===== config.mk =====
export PLATFORM = sky130hd
export DESIGN_NAME = fpm_dram_ctrl
export DESIGN_NICKNAME = d
export VERILOG_FILES = /design/src/rtl/fpm_pkg.sv /design/src/rtl/fpm_addr_map.sv /design/src/rtl/fpm_timer.sv /design/src/rtl/fpm_seq.sv /design/src/rtl/fpm_dram_ctrl.sv
export SDC_FILE = /design/constraint.sdc
export NUM_CORES = 1
export LEC_CHECK = 0
export CELL_PAD_IN_SITES_DETAIL_PLACEMENT = 1
export CELL_PAD_IN_SITES_GLOBAL_PLACEMENT = 2
export CORE_MARGIN = 2
export CORE_UTILIZATION = 42
export CTS_CLUSTER_DIAMETER = 50
export CTS_CLUSTER_SIZE = 10
export DETAILED_ROUTE_END_ITERATION = 6
export DONT_BUFFER_PORTS = 1
export PLACE_DENSITY_LB_ADDON = 0.3
export SLEW_MARGIN = 5
export SYNTH_ARGS = -nofsm -noshare
export SYNTH_HDL_FRONTEND = slang
export SYNTH_SLANG_ARGS = --single-unit

===== constraint.sdc =====
create_clock -name clk -period 3.4 [get_ports clk]
set_input_delay 0.34 -clock clk [delete_from_list [all_inputs] [get_ports clk]]
set_output_delay 0.34 -clock clk [all_outputs]
set_load 0.01 [all_outputs]

===== src/rtl/fpm_pkg.sv =====
package fpm_pkg;

    localparam int ROW_W  = 11;
    localparam int COL_W  = 11;
    localparam int ADDR_W = ROW_W + COL_W;
    localparam int DQ_W   = 4;

    typedef enum logic [2:0] {
        ST_IDLE,
        ST_RCD,
        ST_CAS,
        ST_OPEN,
        ST_REF
    } seq_state_e;

    typedef struct packed {
        logic             we;
        logic [ROW_W-1:0] row;
        logic [COL_W-1:0] col;
        logic [DQ_W-1:0]  wdata;
    } acc_req_t;

    function automatic int max2(input int a, input int b);
        return (a > b) ? a : b;
    endfunction

endpackage


===== src/rtl/fpm_addr_map.sv =====
module fpm_addr_map
    import fpm_pkg::*;
(
    input  logic [ADDR_W-1:0] addr,
    input  logic [ROW_W-1:0]  open_row,
    output logic [ROW_W-1:0]  row,
    output logic [COL_W-1:0]  col,
    output logic              hit
);
    // Row occupies the upper bits so that sequential words stay in one page.
    assign row = addr[ADDR_W-1:COL_W];
    assign col = addr[COL_W-1:0];
    assign hit = (row == open_row);
endmodule


===== src/rtl/fpm_timer.sv =====
module fpm_timer #(
    parameter int CW        = 16,
    parameter int RP_EFF    = 6,
    parameter int T_RAS_MIN = 8,
    parameter int T_RAS_MAX = 12500,
    parameter int T_RHCP    = 5
) (
    input  logic          clk,
    input  logic          rst,
    input  logic          ras_n,
    input  logic          cas_n,
    input  logic          pre_clr,
    output logic [CW-1:0] ras_cnt,
    output logic [CW-1:0] cas_hi_cnt,
    output logic [CW-1:0] pre_cnt
);
    localparam logic [CW-1:0] ONE = CW'(1);
    localparam logic [CW-1:0] TOP = {CW{1'b1}};

    // Each count is the length an interval will have reached at the next edge.
    function automatic logic [CW-1:0] sat_inc(input logic [CW-1:0] v);
        return (v == TOP) ? v : v + ONE;
    endfunction

    always_ff @(posedge clk) begin
        if (rst) begin
            ras_cnt    <= ONE;
            cas_hi_cnt <= TOP;
            pre_cnt    <= TOP;
        end else begin
            ras_cnt    <= ras_n ? ONE : sat_inc(ras_cnt);
            cas_hi_cnt <= !cas_n ? ONE : sat_inc(cas_hi_cnt);
            pre_cnt    <= (!ras_n || pre_clr) ? ONE : sat_inc(pre_cnt);
        end
    end

    a_r6_precharge: assert property (@(posedge clk) disable iff (rst)
        $fell(ras_n) |-> $past(pre_cnt) >= CW'(RP_EFF));

    a_r6_ras_min: assert property (@(posedge clk) disable iff (rst)
        $rose(ras_n) |-> $past(ras_cnt) >= CW'(T_RAS_MIN));

    a_r7_cas_to_ras_rise: assert property (@(posedge clk) disable iff (rst)
        $rose(ras_n) |-> $past(cas_hi_cnt) >= CW'(T_RHCP));

    a_r8_ras_max: assert property (@(posedge clk) disable iff (rst)
        !ras_n |-> ras_cnt <= CW'(T_RAS_MAX));
endmodule


===== src/rtl/fpm_seq.sv =====
module fpm_seq
    import fpm_pkg::*;
#(
    parameter int CW        = 16,
    parameter int T_CAS     = 2,
    parameter int RCD_EFF   = 6,
    parameter int CP_EFF    = 3,
    parameter int RP_EFF    = 6,
    parameter int T_RAS_MIN = 8,
    parameter int T_RHCP    = 5,
    parameter int PAGE_LIM  = 100
) (
    input  logic             clk,
    input  logic             rst,
    input  logic             req_valid,
    output logic             req_ready,
    input  acc_req_t         req_in,
    input  logic             hit,
    output logic [ROW_W-1:0] open_row,
    input  logic             ref_req,
    output logic             ref_gnt,
    output logic             pre_clr,
    input  logic [CW-1:0]    ras_cnt,
    input  logic [CW-1:0]    cas_hi_cnt,
    input  logic [CW-1:0]    pre_cnt,
    output logic [COL_W-1:0] dram_a,
    output logic             dram_ras_n,
    output logic             dram_cas_n,
    output logic             dram_we_n,
    output logic             dram_oe_n,
    output logic [DQ_W-1:0]  dram_dq_out,
    output logic             dram_dq_oe,
    input  logic [DQ_W-1:0]  dram_dq_in,
    output logic             rsp_valid,
    output logic [DQ_W-1:0]  rsp_rdata
);
    localparam int KW = $clog2(T_CAS + 1) + 1;

    seq_state_e       state_q;
    acc_req_t         cur_q;
    logic [KW-1:0]    cas_cnt_q;
    logic [ROW_W-1:0] open_row_q;
    logic             ras_n_q, cas_n_q, we_n_q, oe_n_q, dq_oe_q, rsp_q;
    logic [COL_W-1:0] a_q;
    logic [DQ_W-1:0]  dq_q, rdata_q;

    logic pre_ok, page_room, hit_ok, may_close, want_close;

    always_comb begin
        pre_ok     = pre_cnt >= CW'(RP_EFF);
        page_room  = ras_cnt < CW'(PAGE_LIM);
        hit_ok     = hit && page_room && (cas_hi_cnt >= CW'(CP_EFF));
        may_close  = (cas_hi_cnt >= CW'(T_RHCP)) && (ras_cnt >= CW'(T_RAS_MIN));
        want_close = ref_req || (req_valid && !hit) || !page_room;
        req_ready  = 1'b0;
        unique case (state_q)
            ST_IDLE: req_ready = pre_ok && !ref_req;
            ST_OPEN: req_ready = hit_ok && !ref_req;
            default: req_ready = 1'b0;
        endcase
    end

    always_ff @(posedge clk) begin
        if (rst) begin
            state_q    <= ST_IDLE;
            cur_q      <= '0;
            cas_cnt_q  <= '0;
            open_row_q <= '0;
            ras_n_q    <= 1'b1;
            cas_n_q    <= 1'b1;
            we_n_q     <= 1'b1;
            oe_n_q     <= 1'b1;
            dq_oe_q    <= 1'b0;
            a_q        <= '0;
            dq_q       <= '0;
            rsp_q      <= 1'b0;
            rdata_q    <= '0;
        end else begin
            rsp_q <= 1'b0;
            unique case (state_q)
                ST_IDLE: begin
                    if (ref_req && pre_ok) begin
                        state_q <= ST_REF;
                    end else if (req_valid && req_ready) begin
                        cur_q      <= req_in;
                        open_row_q <= req_in.row;
                        a_q        <= req_in.row;
                        ras_n_q    <= 1'b0;
                        state_q    <= ST_RCD;
                    end
                end
                ST_RCD: begin
                    if (ras_cnt >= CW'(RCD_EFF)) begin
                        a_q       <= cur_q.col;
                        cas_n_q   <= 1'b0;
                        we_n_q    <= !cur_q.we;
                        oe_n_q    <= cur_q.we;
                        dq_q      <= cur_q.wdata;
                        dq_oe_q   <= cur_q.we;
                        cas_cnt_q <= KW'(1);
                        state_q   <= ST_CAS;
                    end
                end
                ST_CAS: begin
                    if (cas_cnt_q >= KW'(T_CAS)) begin
                        cas_n_q <= 1'b1;
                        we_n_q  <= 1'b1;
                        oe_n_q  <= 1'b1;
                        dq_oe_q <= 1'b0;
                        if (!cur_q.we) begin
                            rsp_q   <= 1'b1;
                            rdata_q <= dram_dq_in;
                        end
                        state_q <= ST_OPEN;
                    end else begin
                        cas_cnt_q <= cas_cnt_q + KW'(1);
                    end
                end
                ST_OPEN: begin
                    if (req_valid && req_ready) begin
                        cur_q     <= req_in;
                        a_q       <= req_in.col;
                        cas_n_q   <= 1'b0;
                        we_n_q    <= !req_in.we;
                        oe_n_q    <= req_in.we;
                        dq_q      <= req_in.wdata;
                        dq_oe_q   <= req_in.we;
                        cas_cnt_q <= KW'(1);
                        state_q   <= ST_CAS;
                    end else if (want_close && may_close) begin
                        ras_n_q <= 1'b1;
                        state_q <= ST_IDLE;
                    end
                end
                ST_REF: begin
                    if (!ref_req) state_q <= ST_IDLE;
                end
                default: state_q <= ST_IDLE;
            endcase
        end
    end

    assign open_row    = open_row_q;
    assign ref_gnt     = (state_q == ST_REF);
    assign pre_clr     = (state_q == ST_REF);
    assign dram_a      = a_q;
    assign dram_ras_n  = ras_n_q;
    assign dram_cas_n  = cas_n_q;
    assign dram_we_n   = we_n_q;
    assign dram_oe_n   = oe_n_q;
    assign dram_dq_out = dq_q;
    assign dram_dq_oe  = dq_oe_q;
    assign rsp_valid   = rsp_q;
    assign rsp_rdata   = rdata_q;

    a_r9_early_write: assert property (@(posedge clk) disable iff (rst)
        ($fell(cas_n_q) && !we_n_q) |-> (oe_n_q && dq_oe_q));

    a_r9_read_drive: assert property (@(posedge clk) disable iff (rst)
        ($fell(cas_n_q) && we_n_q) |-> (!oe_n_q && !dq_oe_q));

    a_r3_cas_in_ras: assert property (@(posedge clk) disable iff (rst)
        !cas_n_q |-> !ras_n_q);

    a_r10_gnt_quiet: assert property (@(posedge clk) disable iff (rst)
        ref_gnt |-> (ras_n_q && cas_n_q));

    a_r2_rsp_pulse: assert property (@(posedge clk) disable iff (rst)
        rsp_q |=> !rsp_q);
endmodule


===== src/rtl/fpm_dram_ctrl.sv =====
module fpm_dram_ctrl
    import fpm_pkg::*;
#(
    parameter int T_RP      = 5,
    parameter int T_RC      = 14,
    parameter int T_RCD     = 3,
    parameter int T_RAC     = 8,
    parameter int T_CAS     = 2,
    parameter int T_PC      = 5,
    parameter int T_CP      = 2,
    parameter int T_RHCP    = 5,
    parameter int T_RAS_MIN = 8,
    parameter int T_RAS_MAX = 12500
) (
    input  logic              clk,
    input  logic              rst,
    input  logic              req_valid,
    output logic              req_ready,
    input  logic              req_we,
    input  logic [ADDR_W-1:0] req_addr,
    input  logic [DQ_W-1:0]   req_wdata,
    output logic              rsp_valid,
    output logic [DQ_W-1:0]   rsp_rdata,
    input  logic              ref_req,
    output logic              ref_gnt,
    output logic [COL_W-1:0]  dram_a,
    output logic              dram_ras_n,
    output logic              dram_cas_n,
    output logic              dram_we_n,
    output logic              dram_oe_n,
    output logic [DQ_W-1:0]   dram_dq_out,
    output logic              dram_dq_oe,
    input  logic [DQ_W-1:0]   dram_dq_in
);
    localparam int RP_EFF   = max2(T_RP, T_RC - T_RAS_MIN);
    localparam int RCD_EFF  = max2(T_RCD, T_RAC - T_CAS);
    localparam int CP_EFF   = max2(T_CP, T_PC - T_CAS);
    localparam int PAGE_LIM = T_RAS_MAX - (T_CAS + T_RHCP + 2);
    localparam int CW       = $clog2(T_RAS_MAX + 2) + 1;

    logic [ROW_W-1:0] row, open_row;
    logic [COL_W-1:0] col;
    logic             hit, pre_clr;
    logic [CW-1:0]    ras_cnt, cas_hi_cnt, pre_cnt;
    acc_req_t         req_in;

    fpm_addr_map u_map (
        .addr     (req_addr),
        .open_row (open_row),
        .row      (row),
        .col      (col),
        .hit      (hit)
    );

    always_comb begin
        req_in.we    = req_we;
        req_in.row   = row;
        req_in.col   = col;
        req_in.wdata = req_wdata;
    end

    fpm_timer #(
        .CW        (CW),
        .RP_EFF    (RP_EFF),
        .T_RAS_MIN (T_RAS_MIN),
        .T_RAS_MAX (T_RAS_MAX),
        .T_RHCP    (T_RHCP)
    ) u_timer (
        .clk        (clk),
        .rst        (rst),
        .ras_n      (dram_ras_n),
        .cas_n      (dram_cas_n),
        .pre_clr    (pre_clr),
        .ras_cnt    (ras_cnt),
        .cas_hi_cnt (cas_hi_cnt),
        .pre_cnt    (pre_cnt)
    );

    fpm_seq #(
        .CW        (CW),
        .T_CAS     (T_CAS),
        .RCD_EFF   (RCD_EFF),
        .CP_EFF    (CP_EFF),
        .RP_EFF    (RP_EFF),
        .T_RAS_MIN (T_RAS_MIN),
        .T_RHCP    (T_RHCP),
        .PAGE_LIM  (PAGE_LIM)
    ) u_seq (
        .clk         (clk),
        .rst         (rst),
        .req_valid   (req_valid),
        .req_ready   (req_ready),
        .req_in      (req_in),
        .hit         (hit),
        .open_row    (open_row),
        .ref_req     (ref_req),
        .ref_gnt     (ref_gnt),
        .pre_clr     (pre_clr),
        .ras_cnt     (ras_cnt),
        .cas_hi_cnt  (cas_hi_cnt),
        .pre_cnt     (pre_cnt),
        .dram_a      (dram_a),
        .dram_ras_n  (dram_ras_n),
        .dram_cas_n  (dram_cas_n),
        .dram_we_n   (dram_we_n),
        .dram_oe_n   (dram_oe_n),
        .dram_dq_out (dram_dq_out),
        .dram_dq_oe  (dram_dq_oe),
        .dram_dq_in  (dram_dq_in),
        .rsp_valid   (rsp_valid),
        .rsp_rdata   (rsp_rdata)
    );
endmodule


Word level (Yosys, flattened, before mapping)
Cells that the tools add are included.

Flip-flop bits (word level): 114. Input port bits: 35. Output and inout port bits: 27.

Add/sub/neg operators: 4. $lt $le $gt $ge: 7. Equality and inequality tests: 21. Muxes and demuxes: 44. Bitwise operators: 5. Reduce and logical (&&, ||, !) cells: 36.

Operators with widths (count): $mux W15 (4); $mux W27 (2); $pmux W27 S2 (1); $add A15 B1 Y15 const B (3); $eq A15 B15 Y1 const B (3); $ge A15 B3 Y1 const B (3); $mux W11 (4); $pmux W11 S3 (1); $mux W3 (9); $ge A15 B2 Y1 const B (1); $ge A15 B4 Y1 const B (1); $lt A15 B14 Y1 const B (1); $pmux W3 S5 (1); $reduce_and A5 Y1 (3); $mux W1 (12); $ne A2 B1 Y1 const B (6); $pmux W1 S3 (4); $eq A11 B11 Y1 (1); $ne A2 B2 Y1 const B (5); $logic_and A1 B1 Y1 (9); $pmux W3 S3 (1); $reduce_and A3 Y1 (3); $mux W4 (2); $pmux W4 S2 (1); 17 further kinds (36).

Logic depth before layout (Yosys ltp)
Word-level depth: 9. Gate-level depth with buffers: 10. Depth with buffers taken out: 9.

Modules after synthesis
From an unflattened synthesis, not the netlist that was laid out.

Cell total of the unflattened synthesis: 628. Area total of the unflattened synthesis: 5388.9 um^2.

By module, submodules not included: fpm_seq (instances 1, cells an instance 313, area each 2748.9 um^2, sequential area each 1161.1 um^2); fpm_timer (instances 1, cells an instance 278, area each 2351.0 um^2, sequential area each 900.9 um^2); fpm_addr_map (instances 1, cells an instance 37, area each 289.0 um^2, sequential area each 0.0 um^2).

Least setup slack after synthesis
OpenSTA, ideal clock, no wires.

Path type: register to register. Start point: register u_timer.ras_cnt[9]. End point: register u_seq.cur_q[5] (netlist name). Setup time: 125 ps. Data arrival time: 2184 ps. Required time: 3275 ps. Path slack: 1090 ps. Cell stages (with the launch flop): 10. Period minus slack after synthesis: 2310 ps. Cell sequence: dfxtp_1 > or4_4 > a31oi_4 > nand3_2 > or3_4 > o21ai_2 > buf_6 > buf_12 > mux2i_1 > nor2_1.

Cells in the longest elaborated chain, start to end: 9.

RTL lines: start: declaration (line fpm_timer.sv:13) `output logic [CW-1:0] ras_cnt,`; start signal: assignment (line fpm_timer.sv:31) `ras_cnt <= ras_n ? ONE : sat_inc(ras_cnt);`; $lt A15 B14 Y1 (*) (line fpm_seq.sv:51) `page_room = ras_cnt < CW'(PAGE_LIM);`; $logic_and A1 B1 Y1 (*) (2 in series) (line fpm_seq.sv:52) `hit_ok = hit && page_room && (cas_hi_cnt >= CW'(CP_EFF));`; $logic_and A1 B1 Y1 (*) (line fpm_seq.sv:58) `ST_OPEN: req_ready = hit_ok && !ref_req;`; $pmux W1 S2 (*) (line fpm_seq.sv:56) `unique case (state_q)`; $logic_and A1 B1 Y1 (*) (line fpm_seq.sv:84, fpm_seq.sv:120); $mux W27 (*); $mux W27; $pmux W27 S2 (*); end signal: assignment (line fpm_seq.sv:85) `cur_q <= req_in;`; end signal: assignment (line fpm_seq.sv:121) `cur_q <= req_in;`; end: declaration (line fpm_seq.sv:40) `acc_req_t cur_q;`.

Every way passes the cells marked *; elsewhere a longest branch is shown, timed or not. The select of a mux whose other input is x is not followed. A chain may end at the register's enable or synchronous reset.

Final worst setup path
Start point: register u_timer.ras_cnt[9]. End point: register u_seq.we_n_q, in the netlist u_seq.dram_we_n.

Cells in the longest elaborated chain, start to end: 8.

RTL lines: $lt A15 B14 Y1 (line fpm_seq.sv:51); $logic_and A1 B1 Y1 (2 in series) (line fpm_seq.sv:52); $logic_and A1 B1 Y1 (line fpm_seq.sv:58); $pmux W1 S2 (line fpm_seq.sv:56); $logic_and A1 B1 Y1 (line fpm_seq.sv:120) `if (req_valid && req_ready) begin`; $ne A2 B1 Y1 (no line); $reduce_and A4 Y1 (no line) (*); end signal: assignment (line fpm_seq.sv:96) `we_n_q <= !cur_q.we;`; end signal: assignment (line fpm_seq.sv:124) `we_n_q <= !req_in.we;`; end: declaration (line fpm_seq.sv:43) `logic ras_n_q, cas_n_q, we_n_q, oe_n_q, dq_oe_q, rsp_q;`.

Every way passes the cells marked *; elsewhere a longest branch is shown, timed or not.

==> results.cfg <==
[clock_tree]
cts_tree = built
cts_hold_buf = 0
clock_latency_ns = 0.35
cts.repair.resized = 0
clockBufferDepth = 2
postCtsSetupBuffers = 0
cts-root-buf = clkbuf_16
htreeDepth = 3
clkTransAtPathRegs_ns = 0.07
cts_sinks = 103
numCtsBuffers = 9

[critical_path]
crit_family = simple AND/OR/NAND/NOR gates
required_ns = 3.64
r2r-end = u_seq.dram_we_n
critPathLaunchType = register
cp.arrival_ns = 3.01
slowest_delay_ns = 0.62
worstSetupPathType = register to register
cp_slowest_cell = nor4_1
reg2reg_slack_ns = 0.63
worst-path-max-fanout = 5
r2r_cells = 7
path_depth = 7
rr_startpoint = u_timer.ras_cnt[9]
startpoint = u_timer.ras_cnt[9]
critPathCaptureType = register
crit_end = u_seq.dram_we_n
path_cells = or4_4 -> nor4_1 -> and2_1 -> a21oi_1 -> o211ai_1 -> a311oi_1 -> a211o_1
crit_buf_inv = 0

[pwr]
power.internal_mw = 2.723
power.density_nw_per_um2 = 810.6
clock_power_share_pct = 22.5
power_leakage_nw = 2.122
power_frac_comb_pct = 34.6
total_power_mw = 4.375
netSwitchingFraction_pct = 37.77
ir_drop_mv = 0.2796
power_frac_seq_pct = 42.9
p_switching_mw = 1.653

[final_layout]
fin_nets = 586
diodes = 0
postLayoutCoreUtil_pct = 45.51
areaGrowthSynthToFinish_pct = 6.941
fin_area_um2 = 5398
layout_common_cells = 103 x dfxtp_1, 75 x nor2_1, 46 x mux2i_1, 34 x nand2_1, 28 x xor2_1
layout_commonest_cell = dfxtp_1
regArea_um2 = 2062
multi_input_area_um2 = 2773
drive_gt1_share_pct = 7.482
fill_cells = 1375

[detailed_routing]
drc = 0
first_iter_violations = 182
wirelength_um = 11870
ant_nets = 0
drtPass1Iterations = 4
via_per_inst = 5.581
vias = 3879
wl_per_cell_um = 17.08

[logic_synthesis]
syn_inst = 556
synth.distinct_cells = 60
synth-main-ff-cell = dfxtp_1
synth_edf_count = 0
yosys_warnings = 0
avgSynthCellArea_um2 = 9.078
synth_seq_area_share_pct = 40.85
async_flop_share_pct = 0
synth_seq_cells = 103
syn-num-nets = 599
synth_area_um2 = 5047

[die]
io_pins = 62
die_h_um = 113.6
die_area_um2 = 12910
start_util_pct = 42.55
die_x_um = 113.6
rows = 40
core_um2 = 11860

[flow_run]
cap_violations = 0

[global_routing]
grt_max_degree = 91
grt_pass1_wl_um = 19820
grtUsageTotal_pct = 19.01
grt_pass1_vias = 3932
antenna_found_initial = 0
grt.overflow.total = 0

[timing]
hold_viol_final = 0
drv_slew = 0
rsz0062_at_grt = no
setup_viol = 0
clock_skew_ns = 0.008362
fmaxAchievable_ghz = 0.3607
layout_min_cycle_time_ns = 2.773
fin_hold_ws_ns = 0.08150
tightest_slew_ns = 0.7191
slew_headroom_pct = 51.62
tns_ns = 0
fin_crit_sh_pct = 81.55

[worst_hold_path]
hp-class = input port to register

[placement]
hpwl_um = 8426
port_buffers = 0
gp_congestion = 0.7929
place_area_um2 = 5114

[run_status]
status = finished, final reports clean
-- sequential cells by signal, summed over array words and instances, names as in the netlist, 3 cells and up --
register	cells
u_seq.rsp_rdata	4
u_seq.cas_cnt_q	3
u_seq.open_row	11
u_seq.dram_a	11
u_timer.pre_cnt	15
u_seq.dram_dq_out	4
u_seq.state_q	3
u_seq.cur_q	16
u_timer.ras_cnt	15
u_timer.cas_hi_cnt	15
-- per-layer routing --
layer  part of all wire [%]  routed length [um]  GRT usage (%)
met1                     48                5683          25.33
met4                   0.94                 112          5.854
met3                    4.2                 495          4.038
met5                      0                   0              0
met2                     47                5579          31.06
-- kinds of logic after synthesis --
family / after synthesis / share of synthesized area [%]
simple gates: 215 / 21.42
flops: 103 / 40.85
compound gates: 94 / 13.49
mux: 50 / 10.01
xor+xnor: 46 / 7.982
buf+inv: 40 / 4.264
fa+ha+maj: 8 / 1.983
-- metrics by stage --
stage	setup WS [ns]	instances
after floorplan	1.090	556
after global placement	0.7216	679
after detailed placement	0.6743	679
after CTS	0.6559	695
after global routing	0.4649	695
final	0.6274	695
-- worst register-to-register path, stage by stage, from the launching register on --
cell	delay (ns)
dfxtp_1	0.35
or4_4	0.55
nor4_1	0.62
and2_1	0.26
a21oi_1	0.15
o211ai_1	0.27
a311oi_1	0.15
a211o_1	0.31
-- area by class of cell --
type	instances	area share, %
multi-input combinational	413	51.37
sequential	103	38.20
clock inverter	6	1.020
timing repair buffer	6	1.066
clock buffer	10	4.242
inverter	10	0.6954
tap	147	3.408
-- synth_stat cells (2+ instances only) --
library cell / n / share of area, %
a211o_1: 12 / 2.1
a21o_1: 13 / 1.9
a21oi_1: 23 / 2.3
a31o_2: 3 / 0.52
a31oi_1: 3 / 0.37
a41oi_1: 3 / 0.52
and2_1: 5 / 0.62
and3_1: 8 / 0.99
and4_1: 4 / 0.69
buf_2: 2 / 0.20
buf_4: 2 / 0.30
clkbuf_1: 19 / 1.4
clkbuf_8: 2 / 0.55
dfxtp_1: 103 / 41
ha_1: 8 / 2.0
inv_1: 10 / 0.74
mux2_2: 4 / 0.89
mux2i_1: 46 / 9.1
nand2_1: 34 / 2.5
nand2b_1: 7 / 0.87
nand3_1: 18 / 1.8
nand3b_1: 3 / 0.45
nand4_1: 17 / 2.1
nor2_1: 75 / 5.6
nor2b_1: 7 / 0.87
nor3_1: 10 / 0.99
nor4_1: 12 / 1.5
o211ai_1: 2 / 0.30
o21ai_0: 9 / 0.89
o21bai_1: 14 / 2.1
or2_2: 2 / 0.25
or3_1: 3 / 0.37
or4_1: 2 / 0.30
xnor2_1: 18 / 3.1
xor2_1: 28 / 4.9
-- power by group through the flow --
stage / Combinational (mW) / Sequential, mW / Clock [mW]
floorplan: 1.33 / 1.76 / 0
global placement: 1.46 / 1.89 / 0
detailed placement: 1.52 / 1.90 / 0
CTS: 1.53 / 1.88 / 1.02
global route: 1.71 / 1.92 / 1.07
finish: 1.51 / 1.88 / 0.986
-- worst min path at each step --
stage | slack, ns | cells past startpoint | end | startpoint
after global routing | 0.06 | 1 | u_seq.open_row[3] | rst
final | 0.08 | 1 | u_timer.cas_hi_cnt[13] | rst
after detailed placement | 0.44 | 1 | u_seq.open_row[8] | rst
after CTS | 0.06 | 1 | u_seq.open_row[8] | rst
after global placement | 0.43 | 1 | u_seq.dram_a[3] | rst
after floorplan | 0.44 | 2 | u_seq.cas_cnt_q[2] | u_seq.cas_cnt_q[2]
No activity file was read; power rests on OpenSTA's default activity.
